===== src/rtl/shl_pkg.sv =====
package shl_pkg;

  localparam int unsigned BIT_REQ = 3;
  localparam int unsigned BIT_ACK = 4;
  localparam int unsigned BIT_TIP = 5;
  localparam int unsigned BIT_DIR = 4;

  typedef struct packed {
    logic store;
    logic take;
    logic release_req;
    logic sync;
    logic frame_end;
    logic req_assert;
    logic flag;
  } hs_act_t;

  function automatic logic hs_toggled(logic [1:0] cur, logic [1:0] prev);
    return cur != prev;
  endfunction

  function automatic logic last_step(int unsigned idx, int unsigned len);
    return (idx + 1) >= len;
  endfunction

  function automatic logic next_req(logic cur, logic rel, logic sync,
                                    logic ack_lvl, logic drive_low);
    if (rel)            return 1'b1;
    else if (sync)      return ack_lvl;
    else if (drive_low) return 1'b0;
    return cur;
  endfunction

  function automatic logic [7:0] merge_req(logic [7:0] b, logic r);
    logic [7:0] v;
    v = b;
    v[BIT_REQ] = r;
    return v;
  endfunction

endpackage


===== src/rtl/shl_decide.sv =====
module shl_decide
  import shl_pkg::*;
(
  input  logic    eval,
  input  logic    tip_n,
  input  logic    ack_n,
  input  logic    last_tip_n,
  input  logic    last_ack_n,
  input  logic    host_sends,
  input  logic    out_full,
  input  logic    in_unread,
  input  logic    in_last,
  output hs_act_t act
);

  logic pair_changed;
  assign pair_changed = hs_toggled({tip_n, ack_n}, {last_tip_n, last_ack_n});

  always_comb begin
    act = '0;
    if (eval) begin
      if (!tip_n) begin
        if (host_sends) begin
          if (pair_changed && !out_full) begin
            act.store = 1'b1;
            act.flag  = 1'b1;
          end
        end else if (pair_changed && in_unread) begin
          act.take        = 1'b1;
          act.flag        = 1'b1;
          act.release_req = in_last;
        end
      end else if (last_tip_n && (ack_n != last_ack_n)) begin
        act.sync = 1'b1;
        act.flag = 1'b1;
      end else begin
        if (!last_tip_n) begin
          act.frame_end = 1'b1;
          act.flag      = 1'b1;
        end
        act.req_assert = in_unread;
      end
    end
  end

endmodule


===== src/rtl/shl_out_buf.sv =====
module shl_out_buf #(
  parameter int unsigned DEPTH = 16
) (
  input  logic                       clk,
  input  logic                       rst_n,
  input  logic                       store,
  input  logic [7:0]                 sbyte,
  input  logic                       clear,
  input  logic [$clog2(DEPTH)-1:0]   raddr,
  output logic [7:0]                 rdata,
  output logic [$clog2(DEPTH+1)-1:0] cnt,
  output logic                       full
);

  localparam int unsigned CW = $clog2(DEPTH + 1);
  localparam int unsigned AW = $clog2(DEPTH);

  logic [7:0] mem [DEPTH];

  assign full  = (cnt == CW'(DEPTH));
  assign rdata = mem[raddr];

  always_ff @(posedge clk) begin
    if (store) mem[cnt[AW-1:0]] <= sbyte;
  end

  always_ff @(posedge clk or negedge rst_n) begin
    if (!rst_n)      cnt <= '0;
    else if (clear)  cnt <= '0;
    else if (store)  cnt <= cnt + CW'(1);
  end

  p_no_overflow_r3: assert property (@(posedge clk) disable iff (!rst_n)
    cnt <= CW'(DEPTH));
  p_store_count_r3: assert property (@(posedge clk) disable iff (!rst_n)
    store |=> cnt == $past(cnt) + CW'(1));
  p_clear_count_r7: assert property (@(posedge clk) disable iff (!rst_n)
    clear |=> cnt == '0);

endmodule


===== src/rtl/shl_in_buf.sv =====
module shl_in_buf
  import shl_pkg::*;
#(
  parameter int unsigned DEPTH = 128
) (
  input  logic                       clk,
  input  logic                       rst_n,
  input  logic                       we,
  input  logic [$clog2(DEPTH)-1:0]   waddr,
  input  logic [7:0]                 wdata,
  input  logic                       load,
  input  logic [$clog2(DEPTH+1)-1:0] load_len,
  input  logic                       take,
  output logic                       unread,
  output logic                       is_last,
  output logic [7:0]                 cur_byte
);

  localparam int unsigned LW = $clog2(DEPTH + 1);
  localparam int unsigned AW = $clog2(DEPTH);

  logic [7:0]    mem [DEPTH];
  logic [LW-1:0] idx;
  logic [LW-1:0] len;

  assign unread   = idx < len;
  assign is_last  = last_step(32'(idx), 32'(len));
  assign cur_byte = unread ? mem[idx[AW-1:0]] : 8'h00;

  always_ff @(posedge clk) begin
    if (we) mem[waddr] <= wdata;
  end

  always_ff @(posedge clk or negedge rst_n) begin
    if (!rst_n) begin
      idx <= '0;
      len <= '0;
    end else if (load) begin
      idx <= '0;
      len <= load_len;
    end else if (take && unread) begin
      idx <= idx + LW'(1);
    end
  end

  p_idx_bound_r4: assert property (@(posedge clk) disable iff (!rst_n)
    idx <= len);
  p_load_rewind_r9: assert property (@(posedge clk) disable iff (!rst_n)
    load |=> (idx == '0) && (len == $past(load_len)));

endmodule


===== src/rtl/shift_link_handshake.sv =====
module shift_link_handshake
  import shl_pkg::*;
#(
  parameter int unsigned OUT_DEPTH = 16,
  parameter int unsigned IN_DEPTH  = 128
) (
  input  logic                           clk,
  input  logic                           rst_n,
  input  logic                           pb_we,
  input  logic [7:0]                     pb_wdata,
  output logic [7:0]                     pb_rdata,
  input  logic                           ctl_we,
  input  logic [7:0]                     ctl_wdata,
  output logic [7:0]                     ctl_rdata,
  input  logic                           sr_we,
  input  logic [7:0]                     sr_wdata,
  output logic [7:0]                     sr_rdata,
  output logic                           sflag,
  input  logic                           sflag_clr,
  input  logic                           in_we,
  input  logic [$clog2(IN_DEPTH)-1:0]    in_waddr,
  input  logic [7:0]                     in_wdata,
  input  logic                           in_load,
  input  logic [$clog2(IN_DEPTH+1)-1:0]  in_load_len,
  input  logic [$clog2(OUT_DEPTH)-1:0]   out_raddr,
  output logic [7:0]                     out_rdata,
  output logic                           pkt_done,
  output logic [$clog2(OUT_DEPTH+1)-1:0] pkt_len
);

  localparam int unsigned OCW = $clog2(OUT_DEPTH + 1);

  logic [7:0]     pb_q;
  logic [7:0]     ctl_q;
  logic [7:0]     sr_q;
  logic [1:0]     last_hs;
  logic           eval_q;
  logic           req_n;
  hs_act_t        act;
  logic           out_full;
  logic [OCW-1:0] out_cnt;
  logic           in_unread;
  logic           in_last;
  logic [7:0]     in_byte;
  logic           flag_set;
  logic           done_now;

  assign pb_rdata  = merge_req(pb_q, req_n);
  assign ctl_rdata = ctl_q;
  assign sr_rdata  = sr_q;
  assign flag_set  = act.flag | in_load;
  assign done_now  = act.frame_end && (out_cnt != '0);

  shl_decide u_decide (
    .eval       (eval_q),
    .tip_n      (pb_q[BIT_TIP]),
    .ack_n      (pb_q[BIT_ACK]),
    .last_tip_n (last_hs[1]),
    .last_ack_n (last_hs[0]),
    .host_sends (ctl_q[BIT_DIR]),
    .out_full   (out_full),
    .in_unread  (in_unread),
    .in_last    (in_last),
    .act        (act)
  );

  shl_out_buf #(.DEPTH(OUT_DEPTH)) u_out (
    .clk   (clk),
    .rst_n (rst_n),
    .store (act.store),
    .sbyte (sr_q),
    .clear (act.frame_end),
    .raddr (out_raddr),
    .rdata (out_rdata),
    .cnt   (out_cnt),
    .full  (out_full)
  );

  shl_in_buf #(.DEPTH(IN_DEPTH)) u_in (
    .clk      (clk),
    .rst_n    (rst_n),
    .we       (in_we),
    .waddr    (in_waddr),
    .wdata    (in_wdata),
    .load     (in_load),
    .load_len (in_load_len),
    .take     (act.take),
    .unread   (in_unread),
    .is_last  (in_last),
    .cur_byte (in_byte)
  );

  always_ff @(posedge clk or negedge rst_n) begin
    if (!rst_n) begin
      pb_q     <= 8'h30;
      ctl_q    <= '0;
      sr_q     <= '0;
      last_hs  <= 2'b11;
      eval_q   <= 1'b0;
      req_n    <= 1'b1;
      sflag    <= 1'b0;
      pkt_done <= 1'b0;
      pkt_len  <= '0;
    end else begin
      if (pb_we)  pb_q  <= pb_wdata;
      if (ctl_we) ctl_q <= ctl_wdata;
      last_hs <= {pb_q[BIT_TIP], pb_q[BIT_ACK]};
      eval_q  <= pb_we | ctl_we | in_load;
      if (act.take)   sr_q <= in_byte;
      else if (sr_we) sr_q <= sr_wdata;
      req_n <= next_req(req_n, act.release_req, act.sync,
                        pb_q[BIT_ACK], act.req_assert);
      if (flag_set)       sflag <= 1'b1;
      else if (sflag_clr) sflag <= 1'b0;
      pkt_done <= done_now;
      if (done_now) pkt_len <= out_cnt;
    end
  end

  p_flag_set_r10: assert property (@(posedge clk) disable iff (!rst_n)
    flag_set |=> sflag);
  p_release_r5: assert property (@(posedge clk) disable iff (!rst_n)
    act.release_req |=> req_n);
  p_sync_follow_r6: assert property (@(posedge clk) disable iff (!rst_n)
    act.sync |=> req_n == $past(pb_q[BIT_ACK]));
  p_done_len_r7: assert property (@(posedge clk) disable iff (!rst_n)
    pkt_done |-> pkt_len != '0);
  p_take_byte_r4: assert property (@(posedge clk) disable iff (!rst_n)
    act.take |=> sr_q == $past(in_byte));
  p_idle_request_r8: assert property (@(posedge clk) disable iff (!rst_n)
    (act.req_assert && !act.sync) |=> !req_n);

endmodule


===== config.mk =====
export PLATFORM = sky130hd
export DESIGN_NAME = shift_link_handshake
export DESIGN_NICKNAME = d
export VERILOG_FILES = /design/src/rtl/shl_pkg.sv /design/src/rtl/shl_decide.sv /design/src/rtl/shl_out_buf.sv /design/src/rtl/shl_in_buf.sv /design/src/rtl/shift_link_handshake.sv
export SDC_FILE = /design/constraint.sdc
export NUM_CORES = 1
export LEC_CHECK = 0
export BUFFER_PORTS_ARGS = -buffer_cell sky130_fd_sc_hd__buf_2
export CAP_MARGIN = 20
export CORE_MARGIN = 2
export CORE_UTILIZATION = 36
export CTS_BUF_LIST = sky130_fd_sc_hd__clkbuf_8
export CTS_CLUSTER_SIZE = 16
export DETAILED_ROUTE_END_ITERATION = 10
export PLACE_DENSITY_LB_ADDON = 0.1
export RECOVER_POWER = 100
export SLEW_MARGIN = 10
export SYNTH_ARGS = -nofsm -noshare
export SYNTH_HDL_FRONTEND = slang
export SYNTH_SLANG_ARGS = --single-unit

===== constraint.sdc =====
create_clock -name clk -period 6 [get_ports clk]
set_input_delay 0.6 -clock clk [delete_from_list [all_inputs] [get_ports clk]]
set_output_delay 0.6 -clock clk [all_outputs]
set_load 0.01 [all_outputs]

# == Word level (Yosys, flattened, before mapping) ==
# Memory sizes are Yosys's and may differ from the RTL's.
# Cells that the tools add are included.
# totals
elab_cells,69
out_inout_bits,39
n_memories,2
latch_bits,0
regBits,56
ramBits,1152
romBits,0
# memory_table
memory,words,word_bits,rd,rd_clocked_by_memory_dff,wr,line,source
u_in.mem,128,8,1,0,1,shl_in_buf.sv:22,logic [7:0] mem [DEPTH];
u_out.mem,16,8,1,0,1,shl_out_buf.sv:18,logic [7:0] mem [DEPTH];
# classes
mul,0
n_reduce_logical,11
n_bitwise,3
n_eq_ne,3
n_mux,33
shift,0
add_sub_neg,3
order_cmp,2
div,0
# ops
cell,count
$mux 8,5
$ge 32x8->1,1
$mux 1,20
$mux 5,2
$add 8x1->9 const B,1
$add 8x1->8 const B,1
$lt 8x8->1,1
$reduce_bool 2->1,4
$mux 7,1
$mux 2,3
$mux 3,2
$add 5x1->5 const B,1
$eq 5x5->1 const B,1
$logic_and 1x1->1,5
$reduce_bool 5->1,1
$or 1x1->1,3
$ne 2x2->1,1
$logic_not 1->1,1
$ne 1x1->1,1

# == Depth between registers and ports, before layout ==
# logic_depth
ltp_word,10
depth_mapped,16

# == Cells and area by module ==
# From an unflattened synthesis, not the netlist that was laid out.
# hier_totals
cells_unflattened,2359
area_unflattened_um2,47934.7
# modules_own_cells
module,seq_area_each_um2,cells_each,area_each_um2,instances
shl_in_buf,31149.9,1987,41167.0,1
shl_out_buf,3968.8,253,5275.1,1
shift_link_handshake,857.1,100,1356.3,1
shl_decide,0.0,19,136.4,1

# == Worst setup path before layout ==
# OpenSTA, ideal clock, no wires.
# synth_path
path_type,register -> register
start,reg u_in.idx[0]
end,reg sr_q[3] (netlist: sr_rdata[3])
required_time_ns,5.880
setup_slack_ns,3.143
stages_incl_launch_ff,16
path_buffers,7
t_arrival_ns,2.738
cell_sequence,dfrtp_1 buf_6 buf_12 buf_12 buf_8 buf_8 buf_6 inv_1 ha_1 nor2b_1 o21a_1 o21ai_0 a21oi_1 nor2_4 buf_2 a31o_1
# synth_via
elab_chain_cells,7
# synth_rtl
item,line,source
"start, declared",shl_in_buf.sv:23,logic [LW-1:0] idx;
"start signal, assigned",shl_in_buf.sv:42,idx <= idx + LW'(1);
$lt 8x8->1,shl_in_buf.sv:26,assign unread = idx < len;
$logic_and 1x1->1,shl_decide.sv:28,end else if (pair_changed && in_unread) begin
$mux 2,shl_decide.sv:28,
$mux 2,shl_decide.sv:23,if (host_sends) begin
$mux 3,shl_decide.sv:22,if (!tip_n) begin
$mux 7,shl_decide.sv:21,if (eval) begin
$mux 8 or $reduce_bool 2->1 (tied branches),--,
"end signal, assigned",shift_link_handshake.sv:109,if (act.take) sr_q <= in_byte;
"end signal, assigned",shift_link_handshake.sv:110,else if (sr_we) sr_q <= sr_wdata;
"end, declared",shift_link_handshake.sv:35,logic [7:0] sr_q;
# Several ways; a longest one is shown, not always the timed one.
# A chain may end at the register's enable or synchronous reset.

# == Final worst setup path ==
# layout_path
start,reg u_in.idx[5]
end,reg sr_q[0] (netlist: sr_rdata[0])
# The elaborated chain is that of the path after synthesis.

==> impl_metrics.tcl <==
set metrics [dict create \
    placement_rows 133 \
    drt_pass1_iterations 5 \
    final-seq-area_sq_um 35990 \
    synth_enable_flop_cells 1152 \
    design.die.area_sq_um 135300 \
    cells_taking_the_most_area_after_synthesis "sky130_fd_sc_hd__edfxtp_1, sky130_fd_sc_hd__mux4_2, sky130_fd_sc_hd__dfrtp_1" \
    core_area_sq_um 131500 \
    largest_net_degree_at_the_start_of_global_routing 107 \
    fin_util 0.4102 \
    summed_instance_area_of_the_synthesized_netlist_sq_um 47640 \
    vias 24020 \
    power.density_cell_area_nw_per_um2 325.1 \
    violations "max-capacitance violations, max-slew violations" \
    crit_path_start_kind "flip-flop" \
    cts_made_buffers 201 \
    seq_total_area_yosys 0.7551 \
    slew_headroom -2.101 \
    grt_antenna_before_repair 6 \
    wl_microns 126000 \
    worstPathRequired_ps 6830 \
    place_congestion 0.7769 \
    fin_hold_ws_ps 115.6 \
    multiInputGateArea_sq_um 10720 \
    postCtsSetupBuffers 0 \
    setup_tns_ps 0 \
    rsz0062_at_grt "false" \
    cts_hold_repair.buffers 38 \
    initial_core_util 0.3624 \
    avgSynthCellArea_sq_um 20.20 \
    synthAdderAreaFrac 0.005778 \
    yosys_register_bits 1207 \
    run_status "complete, but fails checks" \
    num-fill-cells 11800 \
    yosys.area_share.xor_xnor 0.003125 \
    clkLatencyLatePin_ps 920 \
    grt.overflow.total 0 \
    layout_cell_share_with_drive_strength_beyond_1 0.2304 \
    synth_common_cells "sky130_fd_sc_hd__edfxtp_1, sky130_fd_sc_hd__mux4_2, sky130_fd_sc_hd__nor2_1" \
    cts-root-buf "sky130_fd_sc_hd__clkbuf_8" \
    fin_worst_skew_ps 54.12 \
    worstMarginPinSlew_ps 4651 \
    post-dp-hpwl_microns 75590 \
    timing.critical_path.slowest_stage_cell "sky130_fd_sc_hd__nor2_1" \
    async_flop_share 0.04557 \
    crit_type "reg2reg" \
    ys_dominant_reg_cell "sky130_fd_sc_hd__edfxtp_1" \
    dp_cells 4141 \
    drc_viols 0 \
    critPathTopFamily "simple AND/OR/NAND/NOR gates" \
    io_pins 98 \
    layoutNonFillerInstCount 4549 \
    library_cell_with_the_highest_instance_count_after_synthesis "sky130_fd_sc_hd__edfxtp_1" \
    globalRouteTotalUtil 0.1870 \
    yosys_warnings 0 \
    yosys-mux-area-fraction 0.1508 \
    area_growth_pct 13.19 \
    timing.final.setup_violations 0 \
    vias_per_cell 5.281 \
    number_of_distinct_library_cell_variants_in_the_gate_level_netlist_after_synthesis 67 \
    crit_path_cell_trace "clkbuf_1 > ha_1 > a21oi_1 > nor2b_1 > or4_1 > nor2_1 > nand4_1 > o22ai_1" \
    synth_top_family_by_area "multiplexers" \
    tritoncts "done" \
    timing.final.hold_violations 0 \
    first_global_vias 25580 \
    synth.net_count 2439 \
    worstPathBufferInverterCount 1 \
    placement.io_buffers 96 \
    synth-compound-area-share 0.03288 \
    timing.fmax_mhz 217.8 \
    hold_class "in2reg" \
    post_synth_and_or_nand_nor_area_fraction 0.03244 \
    routed_length_per_placed_instance_microns 27.70 \
    power.ir.vdd_worst_mv 0.2460 \
    cts_sinks 1207 \
    synth_area_leader_cell "sky130_fd_sc_hd__edfxtp_1" \
    drv_cap 23 \
    grt_pass1_wl_microns 181800 \
    synth_largest_type_area_fraction 0.7261 \
    crit_path_max_fanout 19 \
    cellLeakagePower_nw 16.94 \
    first_iter_violations 1835 \
    fin_crit_sh 0.7653 \
    clock_tree.buffer_depth 3 \
    post_cts.resized_instances 0 \
    worstPathArrival_ps 5420 \
    h-tree-depth 4 \
    antenna_left 0 \
    timing.critical_path.slowest_cell_delay_ps 1300 \
    design.final.nets 2708 \
    clk_pin_slew_worst_paths_ps 70 \
    synthCells 2358 \
    finalWorstPathRequiredPeriod_ps 4592 \
    report.final.slew_viol_count 1052 \
    crit_path_end_kind "flip-flop" \
    die_y_microns 367.8 \
    floorplan.die.width_microns 367.8 \
]
## worst register-to-register path: stages (launching register included)
cell	delay, ps
sky130_fd_sc_hd__dfrtp_1	650
sky130_fd_sc_hd__clkbuf_1	580
sky130_fd_sc_hd__ha_1	390
sky130_fd_sc_hd__a21oi_1	160
sky130_fd_sc_hd__nor2b_1	70
sky130_fd_sc_hd__or4_1	580
sky130_fd_sc_hd__nor2_1	1300
sky130_fd_sc_hd__nand4_1	510
sky130_fd_sc_hd__o22ai_1	260
## area by class of cell
class	count	area share
antenna	3	0.0001392
inverter	24	0.001671
multi-input combinational	1000	0.1988
timing repair buffer	193	0.02290
clock buffer	206	0.05258
sequential	1207	0.6674
tap	1755	0.04072
clock inverter	161	0.01582
## report_power, final
group	total, mW	internal (mW)	switching, mW
Clock	6.73	3.38	3.35
Sequential	9.52	9.40	0.126
Combinational	1.28	0.540	0.736
Total	17.5	13.3	4.22
## sequential cells by signal, summed over array words and instances (netlist names)
register   flops
last_hs        2
pkt_len        5
req_n          1
u_in.idx       8
u_out.mem    128
u_in.mem    1024
pb_q           7
eval_q         1
pkt_done       1
sr_rdata       8
sflag          1
u_out.cnt      5
u_in.len       8
ctl_rdata      8
## stage by stage
step	power (mW)	setup WS [ps]	area (sq um)
finish	17.53	1408	53930
global route	18.25	1135	53920
CTS	17.80	2088	54110
detailed placement	10.99	2103	50050
global placement	10.96	2158	50050
floorplan	10.50	3143	47640
## worst paths after layout
| kind | from | end | slack (ps) | cells after the start |
|---|---|---|---|---|
| max | u_in.idx[5]$_DFFE_PN0P_ | sr_rdata[0]$_DFFE_PN0P_ | 1410 | 8 |
| min | sr_wdata[3] | sr_rdata[3]$_DFFE_PN0P_ | 120 | 4 |
| max reg2reg | u_in.idx[5]$_DFFE_PN0P_ | sr_rdata[0]$_DFFE_PN0P_ | 1410 | 8 |
| min reg2reg | pb_q[5]$_DFFE_PN1P_ | last_hs[1]$_DFF_PN1_ | 450 | 0 |
| max in group asynchronous | rst_n | u_in.idx[0]$_DFFE_PN0P_ | 2370 | 3 |
| min in group asynchronous | rst_n | u_out.cnt[1]$_DFFE_PN0P_ | 1370 | 3 |
## kinds of logic after synthesis
| kind of cell | after synthesis |
|---|---|
| compound gates | 227 |
| xor+xnor | 17 |
| fa+ha+maj | 22 |
| buf+inv | 151 |
| flops | 1207 |
| mux | 384 |
| simple gates | 350 |
## placed cells by master, fill, tap and decap left out, types with 45 or more instances in the layout
| cell type | instances |
|---|---|
| sky130_fd_sc_hd__dfrtp_1 | 45 |
| sky130_fd_sc_hd__clkinv_1 | 59 |
| sky130_fd_sc_hd__mux2i_1 | 97 |
| sky130_fd_sc_hd__edfxtp_1 | 1152 |
| sky130_fd_sc_hd__clkbuf_1 | 65 |
| sky130_fd_sc_hd__nand2_1 | 66 |
| sky130_fd_sc_hd__inv_1 | 82 |
| sky130_fd_sc_hd__clkbuf_8 | 206 |
| sky130_fd_sc_hd__mux4_2 | 263 |
| sky130_fd_sc_hd__nor2_1 | 182 |
| sky130_fd_sc_hd__buf_2 | 45 |
## per-layer routing
metal | up-vias | GRT usage | wire, microns
li1 | 10270 | - | -
met2 | 698 | 0.3064 | 61300
met5 | - | 0 | 55
met4 | 8 | 0.05063 | 2628
met3 | 206 | 0.04494 | 7459
met1 | 12840 | 0.2499 | 54560
Note: power is estimated with default switching activity, not from simulation.
